--- config.mk ---
export PLATFORM = sky130hd
export DESIGN_NAME = head_load_timer
export DESIGN_NICKNAME = d
export VERILOG_FILES = /design/src/rtl/hlt_pkg.sv /design/src/rtl/hlt_prescale.sv /design/src/rtl/hlt_delay.sv /design/src/rtl/hlt_clkdiv.sv /design/src/rtl/head_load_timer.sv
export SDC_FILE = /design/constraint.sdc
export NUM_CORES = 1
export LEC_CHECK = 0
export ABC_CLOCK_PERIOD_IN_PS = 4450
export BUFFER_PORTS_ARGS = -buffer_cell sky130_fd_sc_hd__buf_2
export CORE_MARGIN = 2
export CORE_UTILIZATION = 49
export CTS_CLUSTER_SIZE = 24
export DETAILED_ROUTE_END_ITERATION = 12
export GPL_TIMING_DRIVEN = 0
export MAX_ROUTING_LAYER = met4
export PLACE_DENSITY = 0.67
export SLEW_MARGIN = 20
export SYNTH_ARGS = -nofsm -noshare
export SYNTH_HDL_FRONTEND = slang
export SYNTH_SLANG_ARGS = --single-unit
--- constraint.sdc ---
create_clock -name clk -period 4.45 [get_ports clk]
set_input_delay 0.6675 -clock clk [delete_from_list [all_inputs] [get_ports clk]]
set_output_delay 0.6675 -clock clk [all_outputs]
set_load 0.01 [all_outputs]
--- src/rtl/hlt_pkg.sv ---
package hlt_pkg;

    typedef enum logic [1:0] {
        DIV_BY2 = 2'd0,
        DIV_BY4 = 2'd1,
        DIV_BY8 = 2'd2
    } div_sel_e;

    function automatic div_sel_e pick_divider(input logic size_large, input logic dens_dbl);
        if (size_large && dens_dbl)
            return DIV_BY2;
        else if (size_large || dens_dbl)
            return DIV_BY4;
        else
            return DIV_BY8;
    endfunction

endpackage

--- src/rtl/hlt_prescale.sv ---
module hlt_prescale #(
    parameter int PRESCALE = 4
) (
    input  logic clk,
    input  logic rst_n,
    input  logic run,
    output logic tick
);
    localparam int PW = (PRESCALE > 2) ? $clog2(PRESCALE) : 1;
    localparam logic [PW-1:0] LAST = PW'(PRESCALE - 1);

    typedef struct packed {
        logic [PW-1:0] phase;
    } pre_state_t;

    pre_state_t st_d, st_q;

    assign tick = run && (st_q.phase == LAST);

    always_comb begin
        st_d = st_q;
        if (!run || tick)
            st_d.phase = '0;
        else
            st_d.phase = st_q.phase + 1'b1;
    end

    always_ff @(posedge clk or negedge rst_n) begin
        if (!rst_n)
            st_q <= '0;
        else
            st_q <= st_d;
    end
endmodule

--- src/rtl/hlt_delay.sv ---
module hlt_delay #(
    parameter int CW = 10
) (
    input  logic          clk,
    input  logic          rst_n,
    input  logic          run,
    input  logic          tick,
    input  logic [CW-1:0] target,
    output logic          settled
);
    typedef struct packed {
        logic [CW-1:0] count;
        logic          done;
    } dly_state_t;

    dly_state_t st_d, st_q;
    logic [CW:0] count_inc;

    assign count_inc = {1'b0, st_q.count} + 1'b1;
    assign settled   = st_q.done;

    always_comb begin
        st_d = st_q;
        if (!run) begin
            st_d = '0;
        end else if (tick && !st_q.done) begin
            st_d.count = count_inc[CW-1:0];
            if (count_inc >= {1'b0, target})
                st_d.done = 1'b1;
        end
    end

    always_ff @(posedge clk or negedge rst_n) begin
        if (!rst_n)
            st_q <= '0;
        else
            st_q <= st_d;
    end
endmodule

--- src/rtl/hlt_clkdiv.sv ---
module hlt_clkdiv
    import hlt_pkg::*;
(
    input  logic     clk,
    input  logic     rst_n,
    input  div_sel_e sel,
    output logic     div_clk
);
    localparam int DW = 3;

    typedef struct packed {
        logic [DW-1:0] phase;
    } div_state_t;

    div_state_t st_d, st_q;

    always_comb begin
        st_d = st_q;
        st_d.phase = st_q.phase + 1'b1;
    end

    always_comb begin
        case (sel)
            DIV_BY2: div_clk = st_q.phase[0];
            DIV_BY4: div_clk = st_q.phase[1];
            default: div_clk = st_q.phase[2];
        endcase
    end

    always_ff @(posedge clk or negedge rst_n) begin
        if (!rst_n)
            st_q <= '0;
        else
            st_q <= st_d;
    end
endmodule

--- src/rtl/head_load_timer.sv ---
module head_load_timer
    import hlt_pkg::*;
#(
    parameter int PRESCALE    = 4,
    parameter int SMALL_TICKS = 512,
    parameter int LARGE_TICKS = 256,
    parameter int TEST_SHIFT  = 6
) (
    input  logic clk,
    input  logic rst_n,
    input  logic ctl_mode,
    input  logic size_large,
    input  logic dens_dbl,
    input  logic test_n,
    input  logic load_req,
    output logic settle_out
);
    localparam int MAX_TICKS = (SMALL_TICKS > LARGE_TICKS) ? SMALL_TICKS : LARGE_TICKS;
    localparam int CW        = $clog2(MAX_TICKS + 1);
    localparam logic [CW-1:0] SMALL_T = CW'(SMALL_TICKS);
    localparam logic [CW-1:0] LARGE_T = CW'(LARGE_TICKS);

    logic          run;
    logic          tick;
    logic          settled;
    logic          div_clk;
    logic [CW-1:0] base_ticks;
    logic [CW-1:0] target;
    div_sel_e      sel;

    assign run        = !ctl_mode && load_req;
    assign base_ticks = size_large ? LARGE_T : SMALL_T;
    assign target     = test_n ? base_ticks : (base_ticks >> TEST_SHIFT);
    assign sel        = pick_divider(size_large, dens_dbl);

    hlt_prescale #(.PRESCALE(PRESCALE)) u_pre (
        .clk   (clk),
        .rst_n (rst_n),
        .run   (run),
        .tick  (tick)
    );

    hlt_delay #(.CW(CW)) u_dly (
        .clk     (clk),
        .rst_n   (rst_n),
        .run     (run),
        .tick    (tick),
        .target  (target),
        .settled (settled)
    );

    hlt_clkdiv u_div (
        .clk     (clk),
        .rst_n   (rst_n),
        .sel     (sel),
        .div_clk (div_clk)
    );

    assign settle_out = ctl_mode ? div_clk : (settled && load_req);
endmodule

Yosys cells after proc, flatten, opt, wreduce, memory -nomap -nowiden --
Cells that the tools add are included.
Word-level totals: register bits after elaboration 16, bits of input ports 7, output and inout port bits 1, logic and storage cells 34
Operators by class: add/sub/neg operators 3, order comparisons 1, equality and inequality tests 4, mux-type cells 10, reduce and logical (&&, ||, !) cells 12
Operators with widths (number):
- $mux W11 | 2
- $mux W10 | 2
- $add A10 B1 Y11 const B | 1
- $ge A11 B10 Y1 | 1
- $mux W2 | 3
- $logic_and A1 B1 Y1 | 5
- $ne A2 B2 Y1 const B | 2
- $add A3 B1 Y3 const B | 1
- $logic_not A1 Y1 | 3
- $add A2 B1 Y2 const B | 1
- $eq A2 B1 Y1 const B | 1
- $eq A2 B2 Y1 const B | 1
- $logic_not A2 Y1 | 1
- $logic_or A1 B1 Y1 | 2
- $mux W1 | 2
- $pmux W1 S2 | 1
- $reduce_and A2 Y1 | 1

Depth between registers and ports, before layout --
Gate-level depths: netlist of the first run.
depth in word-level cells 6, gate-level depth with buffers 9, mapped depth without buffers 8

Hierarchy --
A second synthesis of the first run with hierarchy kept.
Second synthesis, totals: cell total of the unflattened synthesis 126, area total of the unflattened synthesis 1191.1 µm²
Modules (own cells, without submodules):
- hlt_delay | instances 1, cells each 101, area each 914.6 µm², seq. area each 275.3 µm²
- hlt_clkdiv | instances 1, cells each 9, area each 118.9 µm², seq. area each 75.1 µm²
- hlt_prescale | instances 1, cells each 6, area each 91.3 µm², seq. area each 50.0 µm²
- head_load_timer | instances 1, cells each 10, area each 66.3 µm², seq. area each 0.0 µm²

Least setup slack after synthesis of the first run --
Ideal clock, no wire load.
path type in2out, from input size_large, to output settle_out, data arrival time 1403 ps, required time 3783 ps, setup slack 2380 ps, stages 6, path buffers 0, path through inv_1 > ha_1 > a22oi_1 > o21ai_0 > nand2_1 > o21ai_0
Between the ends: cells in the longest elaborated chain, start to end 6, elaborated cells between the ends (all ways) 8, those cells by class eq/ne (1); mux (4); reduce/logical (3)
RTL lines:
- from (decl) | line head_load_timer.sv:12 | input logic size_large,
- $logic_or A1 B1 Y1 | line hlt_pkg.sv:12 | else if (size_large || dens_dbl)
- $mux W2 | line hlt_pkg.sv:12
- $mux W2 (*) | line hlt_pkg.sv:10 | if (size_large && dens_dbl)
- $eq A2 B1 Y1 / $logic_not A2 Y1 (equally long branches) | line hlt_clkdiv.sv:23 | case (sel)
- $pmux W1 S2 (*) | line hlt_clkdiv.sv:23
- $mux W1 (*) | line head_load_timer.sv:59 | assign settle_out = ctl_mode ? div_clk : (settled && load_req);
- to (decl) | line head_load_timer.sv:16 | output logic settle_out
Every way passes the cells marked *; elsewhere a longest branch is shown, timed or not.

Final worst setup path of the first run --
Same ends and word-level chain as after synthesis.

==> results.sh, run 1 <==
export IMPL_synth_distinct_cells=32
export IMPL_clkPwrFrac=0.376
export IMPL_layout_drive_gt1_share=0.169
export IMPL_fin_tns_setup_ns=0
export IMPL_antenna_cells=0
export IMPL_wl_um=1970
export IMPL_outcome="complete, no violations"
export IMPL_worst_path_buf_inv=3
export IMPL_place_gp_congestion=0.866
export IMPL_p_per_area_mw_per_mm2=231
export IMPL_clk_pin_slew_ns=0.10
export IMPL_cp_max_fo=4
export IMPL_synth_seq_area_share=0.384
export IMPL_cap_violations=0
export IMPL_netlist_area_mm2=0.00104
export IMPL_worstPathCellList="buf_2 > inv_1 > ha_1 > a22oi_1 > o21ai_0 > nand2_1 > o21ai_0 > buf_2"
export IMPL_p_int_uw=203
export IMPL_setup_violations=0
export IMPL_ant_nets=0
export IMPL_vias=789
export IMPL_final_cell_area_mm2=0.00115
export IMPL_ys_seq_elements=16
export IMPL_crit_slowest_cell="ha_1"
export IMPL_grt_pass1_vias=792
export IMPL_fin_nets=135
export IMPL_worst_slew_pin_slew_ns=0.461
export IMPL_instances_no_fill=145
export IMPL_cp_start_kind="input port"
export IMPL_wl_per_cell_um=13.6
export IMPL_track_usage=0.198
export IMPL_htree_levels=1
export IMPL_yosysTopAreaCellShare=0.384
export IMPL_core_area_mm2=0.00198
export IMPL_grt_ovfl_total=0
export IMPL_placed_cell_area_mm2=0.00111
export IMPL_synth_area_leaders="dfrtp_1 (38%), ha_1 (11%), xnor2_1 (7.6%)"
export IMPL_grt_pass1_wl_um=3610
export IMPL_p_seq_frac=0.553
export IMPL_dp_hpwl_um=1450
export IMPL_dpl_cell_count=141
export IMPL_post_cts_buffers=0
export IMPL_slew_violations=0
export IMPL_fin_util=0.580
export IMPL_rr_endpoint="u_dly.settled"
export IMPL_combPwrFrac=0.071
export IMPL_dieArea_mm2=0.00251
export IMPL_clockBufferDepth=2
export IMPL_grt_max_degree=17
export IMPL_antenna_found_initial=0
export IMPL_syn_area_per_cell_um2=9.75
export IMPL_root_buffer="clkbuf_4"
export IMPL_drc=0
export IMPL_drt_iter0_markers=6
export IMPL_ctsResizeCount=0
export IMPL_rows=16
export IMPL_max_vdd_ir_drop_uv=162
export IMPL_cts_made_buffers=3
export IMPL_numClockSinks=16
export IMPL_fin_skew_ns=0.00912
export IMPL_crit_cells=8
export IMPL_routed_via_density=5.44
export IMPL_arrival_ns=1.70
export IMPL_post_route_period_util=0.532
export IMPL_cts_tree="done"
export IMPL_synth_cells=107
export IMPL_reg2reg_from="u_dly.st_q[1]"
export IMPL_rsz0062_at_grt="no"
export IMPL_die_h_um=50.1
export IMPL_drtPass1Iterations=4
export IMPL_syn_nets=123
export IMPL_area_growth_pct=10.1
export IMPL_crit_type="in -> out"
export IMPL_die_x_um=50.1
export IMPL_io_buffers=7
export IMPL_cp_end_kind="primary output"
export IMPL_post_route_min_period_ns=2.37
export IMPL_clk_latency_ns=0.30
export IMPL_regToRegSetupSlack_ns=2.24
export IMPL_finalHoldViolations=0
export IMPL_switching_share=0.232
export IMPL_yosys_area_top_type="dfrtp_1"
export IMPL_holdBufCountCts=0
export IMPL_slew_headroom=0.693
export IMPL_power_leakage_nw=0.520
export IMPL_max_freq_mhz=423
export IMPL_synth_warnings=0
export IMPL_switchingPower_uw=61.6
export IMPL_start_util=0.527
export IMPL_critPathTopFamily="compound AO/OA/AOI/OAI gates"
export IMPL_hp_class="in -> async"
export IMPL_num_io_pins=8
export IMPL_required_ns=3.78
export IMPL_cpPeakStageDelay_ns=0.30
export IMPL_r2r_cells=8
## kinds of logic (layout without fill, tap and decap cells)
family	count (synthesis)	in the layout	synth area share
XOR/XNOR	14	14	0.118
buffers and inverters	8	19	0.0372
AND/OR/NAND/NOR	43	43	0.240
flip-flops	16	16	0.384
AO/OA/AOI/OAI	16	16	0.104
adder cells (fa/ha/maj)	9	9	0.108
multiplexers	1	1	0.00959
## routing by layer
layer,share of wire,GRT usage,vias to the layer above
met5,0,-,-
met4,0.033,0.116,0
met3,0.027,0.0298,8
met2,0.45,0.276,15
met1,0.49,0.273,375
li1,-,-,391
## layout make-up
cell class / count / area, um^2
Timing Repair Buffer: 7 / 35.0
Tap cell: 27 / 33.8
Fill cell: 185 / 833
Sequential cell: 16 / 400
Clock buffer: 4 / 36.3
Inverter: 5 / 18.8
Multi-Input combinational cell: 83 / 604
Buffer: 3 / 20.0
## worst max-delay path by stage
stage / from / to / slack [ns]
6_report: size_large / settle_out / 2.08
5_1_grt: size_large / settle_out / 1.84
4_1_cts: size_large / settle_out / 2.07
3_5_place_dp: size_large / settle_out / 2.08
3_3_place_gp: size_large / settle_out / 2.12
2_1_floorplan: size_large / settle_out / 2.38
## state kept, by name, indices dropped and copies added, names as in the netlist
register	flops
u_dly.settled	1
u_pre.st_q	2
u_div.st_q	3
u_dly.st_q	10
## stage by stage
stage	total power [mW]	setup slack, ns	hold slack, ns
2_1_floorplan	0.159	2.38	0.372
3_3_place_gp	0.168	2.12	0.425
3_5_place_dp	0.169	2.08	0.432
4_1_cts	0.268	2.07	0.267
5_1_grt	0.276	1.84	0.285
6_report	0.265	2.08	0.257
## power groups by stage
stage	sequential (mW)	clock (mW)	combinational, mW
floorplan	0.149	0	0.00936
global placement	0.149	0	0.0182
detailed placement	0.149	0	0.0191
CTS	0.147	0.103	0.0193
global route	0.147	0.107	0.0224
finish	0.147	0.0995	0.0189
## synthesized netlist by cell type, drive strengths merged
master   count
nor2b        1
nor3b        1
nand2b       2
or3          2
nand2       11
clkbuf       1
nor4b        1
o41ai        1
nand4        1
nand3        2
dfrtp       16
a21oi        3
a311o        1
o211ai       1
mux2i        1
nor3         7
a21bo        1
o21ai        5
inv          5
nor4         2
o21a         1
xor2         5
a22oi        1
o2111ai      1
ha           9
buf          2
a211o        1
nor2        12
xnor2        9
or2          1
## layout by cell type, fill, tap and decap left out, types with 2 or more instances in the layout
cell type / instances
a21oi_1: 3
buf_2: 8
clkbuf_4: 3
dfrtp_1: 16
ha_1: 9
inv_1: 5
nand2_1: 11
nand2b_1: 2
nand3_2: 2
nor2_1: 12
nor3_1: 7
o21ai_0: 5
or3_1: 2
xnor2_1: 9
xor2_1: 5
(Power assumes the default switching activity.)
==> run 2, diff against run 1 <==
--- a/config.mk
+++ b/config.mk
@@ -5,7 +5,7 @@
 export SDC_FILE = /design/constraint.sdc
 export NUM_CORES = 1
 export LEC_CHECK = 0
-export ABC_CLOCK_PERIOD_IN_PS = 4450
+export ABC_CLOCK_PERIOD_IN_PS = 2500
 export BUFFER_PORTS_ARGS = -buffer_cell sky130_fd_sc_hd__buf_2
 export CORE_MARGIN = 2
 export CORE_UTILIZATION = 49
==> constraint.sdc (replaced) <==
create_clock -name clk -period 2.5 [get_ports clk]
set_input_delay 0.375 -clock clk [delete_from_list [all_inputs] [get_ports clk]]
set_output_delay 0.375 -clock clk [all_outputs]
set_load 0.01 [all_outputs]
==> run 2 against run 1 <==
  * Design area up 0.87%
  * Clock power up 78%
  * Clock skew about the same
  * Worst setup slack worse by 1.8 ns
  * Register-to-register slack worse by 2.0 ns
  * Sequential share of layout area down 0.30 points
  * Die area unchanged
  * Combinational power up 85%
  * Non-clock buffer count up 1
==> results.sh, run 2 (same netlist as run 1, synthesis figures left out) <==
export IMPL_post_route_period_util=0.884
export IMPL_use_met1=0.273
export IMPL_power_leakage_nw=0.524
export IMPL_dp_hpwl_um=1450
export IMPL_instances_no_fill=146
export IMPL_slew_violations=0
export IMPL_post_cts_buffers=0
export IMPL_wl_per_cell_um=13.5
export IMPL_place_ws_ns=0.320
export IMPL_die_x_um=50.1
export IMPL_p_seq_frac=0.552
export IMPL_dieArea_mm2=0.00251
export IMPL_start_util=0.527
export IMPL_cts_made_buffers=3
export IMPL_outcome="complete, no violations"
export IMPL_worstPathCellList="ha_1 > nand2_1 > nor3_1 > xor2_1 > ha_1 > o2111ai_1 > a311o_1 > o211ai_1"
export IMPL_clk_pin_slew_ns=0.10
export IMPL_ctsResizeCount=0
export IMPL_htree_levels=1
export IMPL_routed_via_density=5.43
export IMPL_top_regs="u_dly.st_q: 10 flops, u_div.st_q: 3 flops, u_pre.st_q: 2 flops"
export IMPL_rsz0062_at_grt="no"
export IMPL_report_power_total_uw=473
export IMPL_hp_class="in -> reg"
export IMPL_max_freq_mhz=452
export IMPL_top_register="u_dly.st_q"
export IMPL_clockBufferDepth=2
export IMPL_largest_reg_flops=10
export IMPL_io_buffers=7
export IMPL_fin_tns_setup_ns=0
export IMPL_final_cell_area_mm2=0.00116
export IMPL_grt_busiest_layer="met2"
export IMPL_num_io_pins=8
export IMPL_root_buffer="clkbuf_4"
export IMPL_drc=0
export IMPL_grt_pass1_vias=798
export IMPL_crit_top_cell="ha_1"
export IMPL_rows=16
export IMPL_fin_util=0.585
export IMPL_place_gp_congestion=0.866
export IMPL_grtUsageMet3=0.0298
export IMPL_hold_ws_ns=0.392
export IMPL_numClockSinks=16
export IMPL_worst_slew_pin_slew_ns=0.461
export IMPL_setup_violations=0
export IMPL_drt_iter0_markers=6
export IMPL_slew_headroom=0.693
export IMPL_drtPass1Iterations=4
export IMPL_core_area_mm2=0.00198
export IMPL_cp_end_kind="register"
export IMPL_layout_drive_gt1_share=0.168
export IMPL_fin_skew_ns=0.00905
export IMPL_post_route_min_period_ns=2.21
export IMPL_crit_type="reg -> reg"
export IMPL_fin_ws_ns=0.289
export IMPL_nFillCells=185
export IMPL_combPwrFrac=0.074
export IMPL_final_common_cell="dfrtp_1"
export IMPL_antenna_cells=0
export IMPL_arrival_ns=2.38
export IMPL_placed_cell_area_mm2=0.00111
export IMPL_cap_violations=0
export IMPL_dpl_cell_count=141
export IMPL_cp_start_kind="register"
export IMPL_grt_ovfl_total=0
export IMPL_most_common_layout_cells="dfrtp_1 (16), nor2_1 (12), nand2_1 (11)"
export IMPL_die_h_um=50.1
export IMPL_fin_nets=136
export IMPL_grt_max_degree=17
export IMPL_clkPwrFrac=0.375
export IMPL_p_int_uw=363
export IMPL_ant_nets=0
export IMPL_switchingPower_uw=110
export IMPL_finalHoldViolations=0
export IMPL_cp_max_fo=5
export IMPL_antenna_found_initial=0
export IMPL_vias=793
export IMPL_max_vdd_ir_drop_uv=288
export IMPL_wl_um=1970
export IMPL_crit_slowest_cell="dfrtp_1"
export IMPL_clk_latency_ns=0.30
export IMPL_area_growth_pct=11.0
export IMPL_p_per_area_mw_per_mm2=408
export IMPL_cts_tree="done"
export IMPL_grt_met2_usage=0.279
export IMPL_cpPeakStageDelay_ns=0.42
export IMPL_required_ns=2.67
export IMPL_grt_pass1_wl_um=3620
export IMPL_switching_share=0.232
export IMPL_track_usage=0.199
==> run 2: repair_timing <==
action	4_1_cts	5_1_grt
hold buffers	1	0
endpoints found under the hold margin	16	0
setup endpoints to repair	0	0
==> run 2: layer usage <==
metal | wire length (um) | vias up | share of wire
met5 | 0 | - | 0
met2 | 878 | 15 | 0.45
met1 | 972 | 377 | 0.49
met3 | 54 | 8 | 0.027
met4 | 65 | 0 | 0.033
li1 | - | 393 | -
==> run 2: final cells by class <==
class,count,area [um^2],share of cell area
Multi-Input combinational cell,83,604,0.522
Sequential cell,16,400,0.346
Timing Repair Buffer,8,45.0,0.0389
Clock buffer,4,36.3,0.0313
Tap cell,27,33.8,0.0292
Buffer,3,20.0,0.0173
Inverter,5,18.8,0.0162
==> run 2: critical path: cells and delay by family, from the launching register on <==
| family | cells | cell delay, ns |
|---|---|---|
| AO/OA/AOI/OAI | 3 | 0.54 |
| XOR/XNOR | 1 | 0.19 |
| adder cells (fa/ha/maj) | 2 | 0.56 |
| flip-flops | 1 | 0.42 |
| AND/OR/NAND/NOR | 2 | 0.38 |
==> run 2: power by group through the flow <==
stage	combinational [mW]	sequential, mW	clock, mW
2_1_floorplan	0.0167	0.266	0
3_3_place_gp	0.0324	0.266	0
3_5_place_dp	0.0340	0.266	0
4_1_cts	0.0355	0.261	0.183
5_1_grt	0.0412	0.261	0.190
6_report	0.0349	0.261	0.177
==> run 2: worst paths after layout <==
| check | startpoint | to | slack (ns) | cells past startpoint |
|---|---|---|---|---|
| worst max-delay path | u_dly.st_q[1] | u_dly.settled | 0.29 | 8 |
| worst min-delay path | load_req | u_pre.st_q[0] | 0.39 | 3 |
| worst max register to register | u_dly.st_q[1] | u_dly.settled | 0.29 | 8 |
| max in group asynchronous | rst_n | u_dly.st_q[8] | 1.73 | 2 |
| worst min register to register | u_pre.st_q[0] | u_pre.st_q[0] | 0.44 | 1 |
| min in group asynchronous | rst_n | u_dly.st_q[6] | 0.50 | 2 |
==> run 3, diff against run 2 <==
--- a/config.mk
+++ b/config.mk
@@ -5,6 +5,7 @@
 export SDC_FILE = /design/constraint.sdc
 export NUM_CORES = 1
 export LEC_CHECK = 0
+export ABC_AREA = 1
 export ABC_CLOCK_PERIOD_IN_PS = 2500
 export BUFFER_PORTS_ARGS = -buffer_cell sky130_fd_sc_hd__buf_2
 export CORE_MARGIN = 2
@@ -14,7 +15,7 @@
 export GPL_TIMING_DRIVEN = 0
 export MAX_ROUTING_LAYER = met4
 export PLACE_DENSITY = 0.67
-export SLEW_MARGIN = 20
+export SLEW_MARGIN = 15
 export SYNTH_ARGS = -nofsm -noshare
 export SYNTH_HDL_FRONTEND = slang
 export SYNTH_SLANG_ARGS = --single-unit
==> run 3 against run 2 <==
  * Routed wire length down 6.0%
  * Clock power down 19%
  * Critical path depth up 5
  * Largest power group unchanged
  * Highest routed layer unchanged
==> results.sh, run 3 <==
export IMPL_outcome="complete, no violations"
export IMPL_post_route_min_period_ns=2.04
export IMPL_top_register="u_dly.st_q"
export IMPL_ys_seq_elements=16
export IMPL_place_gp_congestion=0.798
export IMPL_die_x_um=49.3
export IMPL_slew_violations=0
export IMPL_yosysTopAreaCellShare=0.399
export IMPL_syn_area_per_cell_um2=7.96
export IMPL_worst_slew_pin_slew_ns=0.377
export IMPL_io_buffers=7
export IMPL_hp_class="in -> reg"
export IMPL_drt_iter0_markers=12
export IMPL_nFillCells=194
export IMPL_slew_headroom=0.749
export IMPL_max_freq_mhz=490
export IMPL_top_regs="u_dly.st_q: 10 flops, u_div.st_q: 3 flops, u_pre.st_q: 2 flops"
export IMPL_netlist_area_mm2=0.00100
export IMPL_setup_violations=0
export IMPL_dieArea_mm2=0.00243
export IMPL_core_area_mm2=0.00194
export IMPL_most_common_layout_cells="nand2_1 (34), inv_1 (19), dfrtp_1 (16)"
export IMPL_finalHoldViolations=0
export IMPL_grt_ovfl_total=0
export IMPL_synth_warnings=0
export IMPL_synthTopCellsByCount="nand2_1 (34), inv_1 (19), dfrtp_1 (16)"
export IMPL_ant_nets=0
export IMPL_grt_pass1_wl_um=3260
export IMPL_post_cts_buffers=0
export IMPL_wl_um=1850
export IMPL_dp_hpwl_um=1420
export IMPL_synth_ff_type="dfrtp_1"
export IMPL_num_io_pins=8
export IMPL_synth_most_common_cell="nand2_1"
export IMPL_die_h_um=49.3
export IMPL_syn_nets=142
export IMPL_hold_ws_ns=0.439
export IMPL_yosys_area_top_type="dfrtp_1"
export IMPL_rsz0062_at_grt="no"
export IMPL_root_buffer="clkbuf_4"
export IMPL_p_per_area_mw_per_mm2=413
export IMPL_cap_violations=0
export IMPL_synth_distinct_cells=22
export IMPL_grt_pass1_vias=773
export IMPL_wl_per_cell_um=11.3
export IMPL_vias=792
export IMPL_crit_type="reg -> reg"
export IMPL_arrival_ns=2.23
export IMPL_drtPass1Iterations=4
export IMPL_antenna_found_initial=0
export IMPL_fin_skew_ns=0.0102
export IMPL_synth_edff_count=0
export IMPL_cp_end_kind="register"
export IMPL_final_common_cell="nand2_1"
export IMPL_grt_max_degree=17
export IMPL_power_leakage_nw=0.574
export IMPL_fin_tns_setup_ns=0
export IMPL_antenna_cells=0
export IMPL_cts_made_buffers=3
export IMPL_synth_area_leaders="dfrtp_1 (40%), nand2_1 (13%), ha_1 (11%)"
export IMPL_track_usage=0.183
export IMPL_area_growth_pct=10.1
export IMPL_cts_tree="done"
export IMPL_clockBufferDepth=2
export IMPL_htree_levels=1
export IMPL_post_route_period_util=0.816
export IMPL_layout_drive_gt1_share=0.168
export IMPL_multi_input_area_um2=520
export IMPL_rows=16
export IMPL_required_ns=2.69
export IMPL_routed_via_density=4.83
export IMPL_clk_pin_slew_ns=0.09
export IMPL_start_util=0.517
export IMPL_cp_start_kind="register"
export IMPL_cp_max_fo=5
export IMPL_regToRegSetupSlack_ns=0.46
export IMPL_synth_seq_area_share=0.399
export IMPL_drc=0
export IMPL_max_vdd_ir_drop_uv=274
export IMPL_fin_nets=155
export IMPL_numClockSinks=16
export IMPL_largest_reg_flops=10
export IMPL_clk_latency_ns=0.30
export IMPL_synthArstFlopShare=1.00
export IMPL_seqCellArea_um2=400
export IMPL_synth_cells=126
## run 3: worst paths after layout
kind	startpoint	endpoint	cells after the start
hold reg to reg	u_pre.st_q[0]	u_pre.st_q[0]	1
setup / recovery	u_dly.st_q[2]	u_dly.settled	13
max in group asynchronous	rst_n	u_pre.st_q[1]	2
setup reg to reg	u_dly.st_q[2]	u_dly.settled	13
min in group asynchronous	rst_n	u_dly.st_q[7]	2
hold / removal	load_req	u_dly.settled	5
## run 3: cells by family (layout without fill, tap and decap cells)
group | count (synthesis) | after routing | share of synthesized area
and+or+nand+nor | 60 | 60 | 0.271
DFF | 16 | 16 | 0.399
AOI/OAI and AO/OA | 14 | 14 | 0.0823
muxes | 1 | 1 | 0.00998
buffers and inverters | 21 | 32 | 0.0823
xor gates and xnor gates | 5 | 5 | 0.0436
adders and majority gates | 9 | 9 | 0.112
## run 3: routing by layer
layer | track usage | routed length, um
met5 | - | 0
met4 | 0.0714 | 26
met3 | 0.0368 | 35
met2 | 0.284 | 835
met1 | 0.234 | 955
## run 3: final cells by class
cell class,instances,share of cell area
Clock buffer,3,0.0204
Sequential cell,16,0.362
Timing Repair Buffer,8,0.0408
Tap cell,27,0.0306
Inverter,20,0.0680
Multi-Input combinational cell,89,0.471
Buffer,1,0.00680
## run 3: timing repair
action,4_1_cts,5_1_grt
hold endpoints to repair,12,0
gates resized for setup,0,0
hold buffers,1,0
## run 3: worst max-delay path, cell delays in order, from the launching register on
cell and delay [ns]:
dfrtp_1 0.40, ha_1 0.30, nand2_1 0.10, nor2_1 0.16
nand3_1 0.13, xor2_1 0.19, inv_1 0.07, ha_1 0.29
nand2_1 0.06, nand2_1 0.04, nand2_1 0.05, nand2_1 0.05
nand2_1 0.05, nand2_1 0.04
## run 3: stage by stage
stage          power, mW  setup slack, ns  area [um^2]  std cells  utilization
2_1_floorplan      0.297            0.689         1000        126            -
3_3_place_gp       0.316            0.496         1070        160        0.552
3_5_place_dp       0.317            0.476         1070        160        0.552
4_1_cts            0.461            0.445         1100        164        0.569
5_1_grt            0.481            0.208         1100        164        0.569
6_report           0.456            0.461         1100        164        0.569
## run 3: where the power goes
part	total [mW]	internal [mW]	switching, mW
clock	0.144	0.0561	0.0876
sequential	0.265	0.262	0.00265
combinational	0.0474	0.0176	0.0298
total	0.456	0.336	0.120
